File: src/rtl/ling_pkg.sv
package ling_pkg;
   // number of bit positions combined per pseudo-carry group
   localparam int unsigned LING_GRP_W = 2;
   // smallest operand width the pair organisation supports
   localparam int unsigned LING_MIN_W = 2;
endpackage

File: src/rtl/ling_bitsig.sv
module ling_bitsig #(
   parameter int unsigned W = 16
) (
   input  logic [W-1:0] x,
   input  logic [W-1:0] y,
   input  logic         cin,
   output logic [W-1:0] gen,
   output logic [W-1:0] xmt,
   output logic [W-1:0] hsum
);
   for (genvar i = 0; i < W; i++) begin : g_bit
      assign xmt[i]  = x[i] | y[i];
      assign hsum[i] = x[i] ^ y[i];
      if (i == 0) begin : g_fold
         // carry-in merged into the generate of the lowest position
         assign gen[i] = (x[i] & y[i]) | (xmt[i] & cin);
      end else begin : g_plain
         assign gen[i] = x[i] & y[i];
      end
   end
endmodule

File: src/rtl/ling_hchain.sv
module ling_hchain
   import ling_pkg::*;
#(
   parameter int unsigned W = 16
) (
   input  logic [W-1:0] gen,
   input  logic [W-1:0] xmt,
   output logic [W-1:0] hps
);
   localparam int unsigned NPAIR = W / LING_GRP_W;

   logic [NPAIR-1:0] hpair;

   for (genvar k = 0; k < NPAIR; k++) begin : g_pair
      localparam int unsigned LO = LING_GRP_W * k;
      localparam int unsigned HI = LO + 1;
      // pair-local pseudo-carry: either bit generating is enough
      assign hpair[k] = gen[HI] | gen[LO];
      if (k == 0) begin : g_first
         assign hps[LO] = gen[LO];
         assign hps[HI] = hpair[k];
      end else begin : g_next
         // shifted transmit product T(LO)*T(LO-1) links to the lower pairs
         assign hps[LO] = gen[LO] | (xmt[LO-1] & hps[LO-1]);
         assign hps[HI] = hpair[k] | (xmt[LO] & xmt[LO-1] & hps[LO-1]);
      end
   end
endmodule

File: src/rtl/ling_carrysum.sv
module ling_carrysum #(
   parameter int unsigned W = 16
) (
   input  logic [W-1:0] hsum,
   input  logic [W-1:0] xmt,
   input  logic [W-1:0] hps,
   input  logic         cin,
   output logic [W-1:0] sum,
   output logic         cout
);
   logic [W:0] cy;

   assign cy[0] = cin;
   for (genvar i = 0; i < W; i++) begin : g_cy
      // real carry rebuilt from transmit and pseudo-carry
      assign cy[i+1] = xmt[i] & hps[i];
      assign sum[i]  = hsum[i] ^ cy[i];
   end
   assign cout = cy[W];
endmodule

File: src/rtl/ling_adder.sv
module ling_adder
   import ling_pkg::*;
#(
   parameter int unsigned WIDTH = 16
) (
   input  logic [WIDTH-1:0] opa,
   input  logic [WIDTH-1:0] opb,
   input  logic             cin,
   output logic [WIDTH-1:0] sum,
   output logic             cout
);
   if (WIDTH < LING_MIN_W || (WIDTH % LING_GRP_W) != 0) begin : g_bad_width
      $error("ling_adder: WIDTH must be a multiple of the group width");
   end

   logic [WIDTH-1:0] gen_w;
   logic [WIDTH-1:0] xmt_w;
   logic [WIDTH-1:0] hsum_w;
   logic [WIDTH-1:0] h_w;

   ling_bitsig #(.W(WIDTH)) bitsig_i (
      .x    (opa),
      .y    (opb),
      .cin  (cin),
      .gen  (gen_w),
      .xmt  (xmt_w),
      .hsum (hsum_w)
   );

   ling_hchain #(.W(WIDTH)) hchain_i (
      .gen (gen_w),
      .xmt (xmt_w),
      .hps (h_w)
   );

   ling_carrysum #(.W(WIDTH)) carrysum_i (
      .hsum (hsum_w),
      .xmt  (xmt_w),
      .hps  (h_w),
      .cin  (cin),
      .sum  (sum),
      .cout (cout)
   );
endmodule

File: config.mk
export PLATFORM = sky130hd
export DESIGN_NAME = ling_adder
export DESIGN_NICKNAME = d
export VERILOG_FILES = /design/src/rtl/ling_pkg.sv /design/src/rtl/ling_bitsig.sv /design/src/rtl/ling_hchain.sv /design/src/rtl/ling_carrysum.sv /design/src/rtl/ling_adder.sv
export SDC_FILE = /design/constraint.sdc
export NUM_CORES = 1
export LEC_CHECK = 0
export BUFFER_PORTS_ARGS = -buffer_cell sky130_fd_sc_hd__buf_2
export CORE_MARGIN = 8
export CORE_UTILIZATION = 48
export DETAILED_ROUTE_END_ITERATION = 6
export PLACE_DENSITY = 0.85
export SYNTH_ARGS = -nofsm -noshare
export SYNTH_HDL_FRONTEND = slang
export SYNTH_SLANG_ARGS = --single-unit
File: constraint.sdc
create_clock -name vclk -period 2.2
set_input_delay 0.11 -clock vclk [all_inputs]
set_output_delay 0.11 -clock vclk [all_outputs]
set_load 0.03 [all_outputs]
# After elaboration in Yosys (flattened, before gate mapping)
# Index checks and enable logic that the tools add are counted.
# classes
n_bitwise	118
# op_table
op	n
bitwise AND 1 bit	47
bitwise OR 1 bit	39
bitwise XOR 1 bit	32
# totals
regBits	0

# Logic depth before layout (Yosys ltp)
# logic_depth
word_depth	20
depth_mapped	9

# Cells and area by module
# From an unflattened synthesis, not the netlist that was laid out.
# hier_totals
hier_cells	153
area_unflattened_um2	1033.5
# modules_own_cells
mod	n_inst	cells_per_inst	area_per_inst_um2
ling_bitsig	1	81	588.1
ling_hchain	1	40	242.7
ling_carrysum	1	32	202.7

# Worst setup path after synthesis
# OpenSTA, ideal clock, no wires.
# synth_timing
kind	in2out
start	in opa[3]
end	out sum[15]
arrival_time_ns	2.134
required_ns	2.090
setup_slack_ns	-0.044
stages	9
n_path_buf	0
cell_sequence	inv_1 > ha_1 > or2_1 > a21oi_2 > nand2_2 > o41ai_2 > nand2b_1 > fa_1 > xnor2_1
# synth_via
elab_chain_len	17
elab_cells_between_ends	19
classes_between	19 x bitwise
# synth_rtl
element	line_no	source
start: declaration	ling_adder.sv:6	input logic [WIDTH-1:0] opa,
bitwise AND 1 bit	ling_bitsig.sv:18	assign gen[i] = x[i] & y[i];
bitwise OR 1 bit	ling_hchain.sv:18	assign hpair[k] = gen[HI] | gen[LO];
bitwise OR 1 bit	ling_hchain.sv:25	assign hps[HI] = hpair[k] | (xmt[LO] & xmt[LO-1] & hps[LO-1]);
bitwise AND 1 bit (*)	ling_hchain.sv:25	
bitwise OR 1 bit (*)	ling_hchain.sv:25	
bitwise AND 1 bit (*)	ling_hchain.sv:25	
bitwise OR 1 bit (*)	ling_hchain.sv:25	
bitwise AND 1 bit (*)	ling_hchain.sv:25	
bitwise OR 1 bit (*)	ling_hchain.sv:25	
bitwise AND 1 bit (*)	ling_hchain.sv:25	
bitwise OR 1 bit (*)	ling_hchain.sv:25	
bitwise AND 1 bit (*)	ling_hchain.sv:25	
bitwise OR 1 bit (*)	ling_hchain.sv:25	
bitwise AND 1 bit (*)	ling_hchain.sv:24	assign hps[LO] = gen[LO] | (xmt[LO-1] & hps[LO-1]);
bitwise OR 1 bit (*)	ling_hchain.sv:24	
bitwise AND 1 bit (*)	ling_carrysum.sv:16	assign cy[i+1] = xmt[i] & hps[i];
bitwise XOR 1 bit (*)	ling_carrysum.sv:17	assign sum[i] = hsum[i] ^ cy[i];
end: declaration	ling_adder.sv:9	output logic [WIDTH-1:0] sum,
# Every way passes the cells marked *; elsewhere a longest branch is shown, timed or not.

# Final worst setup path
# layout_timing
start	in opa[6]
end	out sum[14]
# layout_via
elab_chain_len	12
elab_cells_between_ends	14
classes_between	14 x bitwise
# layout_rtl
element	line_no	source
bitwise OR 1 bit	ling_bitsig.sv:12	assign xmt[i] = x[i] | y[i];
bitwise AND 1 bit (2 in series)	ling_hchain.sv:25	
bitwise OR 1 bit (*)	ling_hchain.sv:25	
bitwise AND 1 bit (*)	ling_hchain.sv:25	
bitwise OR 1 bit (*)	ling_hchain.sv:25	
bitwise AND 1 bit (*)	ling_hchain.sv:25	
bitwise OR 1 bit (*)	ling_hchain.sv:25	
bitwise AND 1 bit (*)	ling_hchain.sv:25	
bitwise OR 1 bit (*)	ling_hchain.sv:25	
bitwise AND 1 bit (*)	ling_carrysum.sv:16	
bitwise XOR 1 bit (*)	ling_carrysum.sv:17	
# Marks and branches as above.

==> impl_metrics.py <==
metrics = {
    "synth": {
        "yosys_warnings": 0,
        "post_synth_top_cells": "sky130_fd_sc_hd__inv_1 (34), sky130_fd_sc_hd__ha_1 (30), sky130_fd_sc_hd__nor2_1 (9)",
        "synth.top_cell.area_share": 0.397,
        "synthesis.nets": 183,
        "synth_most_common_cell": "sky130_fd_sc_hd__inv_1",
        "syn_area_per_cell_sq_um": 8.43,
        "fraction_of_the_mapped_netlist_area_in_compound_gates": 0.109,
        "synthCells": 112,
        "synth.distinct_cells": 25,
        "syn_area_sq_um": 945,
        "synth_top_cell_by_area": "sky130_fd_sc_hd__ha_1",
        "synth_simple_gate_area_share": 0.115,
        "combinational_family_with_the_most_area_after_synthesis": "adder cells",
        "post_synth_main_area_contributors": "sky130_fd_sc_hd__ha_1 (40%), sky130_fd_sc_hd__fa_1 (17%), sky130_fd_sc_hd__inv_1 (14%)",
        "synth.yosys.seq_area_share": 0,
        "synth-xor-area-share": 0.0742,
        "share_of_synthesized_area_spent_on_multiplexers": 0,
        "synth-adder-area-share": 0.567,
    },
    "global_route": {
        "first_global_vias": 1037,
        "maximum_number_of_pins_on_one_net_before_global_route_repair": 5,
        "first_pass_grt_wire_length_mm": 3.98,
        "track_usage": 0.136,
        "gr-total-overflow": 0,
        "grt_util_met2": 0.296,
        "met3_usage": 0.0169,
        "antenna_found_initial": 0,
        "grt_busiest_layer": "met2",
        "use_met1": 0.123,
    },
    "place": {
        "post_dp_cell_area_sq_um": 1300,
        "place.gp.congestion": 0.712,
        "placement.io_buffers": 50,
        "dp_hpwl_mm": 2.15,
    },
    "critical_path": {
        "worst_setup_path_end_kind": "output pin",
        "cp_max_fanout": 3,
        "worst-endpoint-arrival_ns": 2.19,
        "required_worst_endpoint_ns": 2.09,
        "critical_path.startpoint_type": "primary input",
        "critPathKind": "in -> out",
    },
    "final_layout": {
        "register_area_sq_um": 0,
        "num_antenna_cells": 0,
        "area.growth.synth_to_final_pct": 56.4,
        "num-clock-buffers": 0,
        "design_area_sq_um": 1480,
        "num_sequential": 0,
        "final_nets": 248,
        "final_layout_size_suffix_gt1_frac": 0.497,
    },
    "sta": {
        "setup-tns-final_ns": -0.188,
        "finalWorstPathRequiredPeriod_ns": 2.30,
        "timing.slew.headroom": 0.681,
        "fmaxAchievable_mhz": 434,
        "slew_violations": 0,
        "final.period_utilization": 1.05,
        "rsz_0062_raised_after_global_routing": "yes",
        "post-route-worst-setup-slack_ns": -0.103,
        "final_hold_viol_count": 0,
        "report.final.setup_viol": 2,
        "worst_slew_pin_slew_ns": 0.477,
    },
    "floorplan": {
        "die_area_sq_um": 3640,
        "core-area_sq_um": 1900,
        "std_cell_rows": 16,
        "ios": 50,
        "dieHeight_microns": 60.4,
        "initial_utilization": 0.497,
        "die-width_microns": 60.4,
    },
    "drt": {
        "postRouteWirelength_mm": 2.86,
        "drcViolationCount": 0,
        "wire_length_per_cell_after_detailed_routing_microns": 14.2,
        "detail_route.vias_per_cell": 4.73,
        "detailroute.via_count": 955,
        "drt_first_pass_iters": 4,
        "drt.antenna.violating_nets": 0,
        "initialDrtViolationCount": 23,
    },
    "pwr": {
        "pwr_density_cell_nw_per_um2": 340,
        "leakagePower_uw": 0.000854,
        "ir_worst_vdd_uv": 244,
    },
    "outcome": {
        "failed_checks": "negative setup slack",
        "status": "finished, violations left",
    },
    "cts": {
        "cts-hold-fix-buffers": 0,
    },
    "worst_hold_path": {
        "worstHoldPathType": "in -> out",
    },
    "flow_run": {
        "max_cap_viol_count": 0,
    },
}
-- metrics by stage --
stage / hold slack [ns] / worst slack, ns / utilization / power (uW) / cells
after detailed placement: 0.642 / -0.137 / 0.682 / 432 / 197
after global placement: 0.629 / -0.0379 / 0.682 / 415 / 197
after CTS: 0.642 / 0.00142 / 0.693 / 445 / 197
after floorplan: 0.541 / 0.0623 / - / 298 / 112
after global routing: 0.667 / -0.178 / 0.777 / 541 / 202
final: 0.652 / -0.103 / 0.777 / 503 / 202
-- path summary, 6_finish.rpt --
path              startpoint      end  slack, ns  depth (start not counted)
setup / recovery      opa[6]  sum[14]      -0.10                         10
hold / removal        opa[0]   sum[0]       0.65                          3
-- layout by cell type (no fill, tap or decap), drive strengths merged --
cell type	Yosys	final
a2111oi	1	1
a21oi	2	2
and3	1	1
buf	0	63
fa	8	8
ha	30	30
inv	34	34
nand2	3	3
nand2b	2	2
nor2	9	9
nor2b	1	1
nor3	3	3
nor4	1	1
o211ai	1	1
o21ai	1	1
o21bai	1	1
o2bb2ai	1	1
o311ai	1	1
o31ai	1	1
o41ai	1	1
or2	1	1
or3	1	1
xnor2	3	3
xor2	5	5
-- layer usage --
| layer | share of wire | routed length, microns |
|---|---|---|
| met3 | 0.064 | 183 |
| met2 | 0.57 | 1620 |
| met5 | 0 | 0 |
| met1 | 0.34 | 963 |
| met4 | 0.034 | 97 |
-- cell families after synthesis --
kind of cell	after synthesis
buffers and inverters	34
AOI/OAI and AO/OA	10
xor gates and xnor gates	8
adders and majority gates	38
and+or+nand+nor	22
-- cell type report --
class / count / area (sq um)
Fill cell: 123 / 424
Inverter: 34 / 128
Multi-Input combinational cell: 78 / 901
Tap cell: 27 / 33.8
Timing Repair Buffer: 63 / 415
-- critical path, cell delays in order --
cell and delay, ns:
sky130_fd_sc_hd__buf_2 0.12, sky130_fd_sc_hd__ha_1 0.19, sky130_fd_sc_hd__nor2_1 0.19, sky130_fd_sc_hd__o31ai_2 0.13, sky130_fd_sc_hd__a2111oi_2 0.47, sky130_fd_sc_hd__o41ai_4 0.17
sky130_fd_sc_hd__nand2b_1 0.14, sky130_fd_sc_hd__fa_2 0.45, sky130_fd_sc_hd__inv_1 0.07, sky130_fd_sc_hd__buf_4 0.15
-- where the power goes --
group          total [uW]  switching (uW)  internal (uW)
Combinational         503             303            200
Clock                   0               0              0
Sequential              0               0              0
Total                 503             303            200
-- timing repair --
action / 4_1_cts / 5_1_grt
setup endpoints to repair: 3 / 6
resized for setup: 5 / 34
pin swaps: 2 / 13
cloned: 0 / 0
setup buffers: 0 / 5
Note: power is estimated with default switching activity, not from simulation.
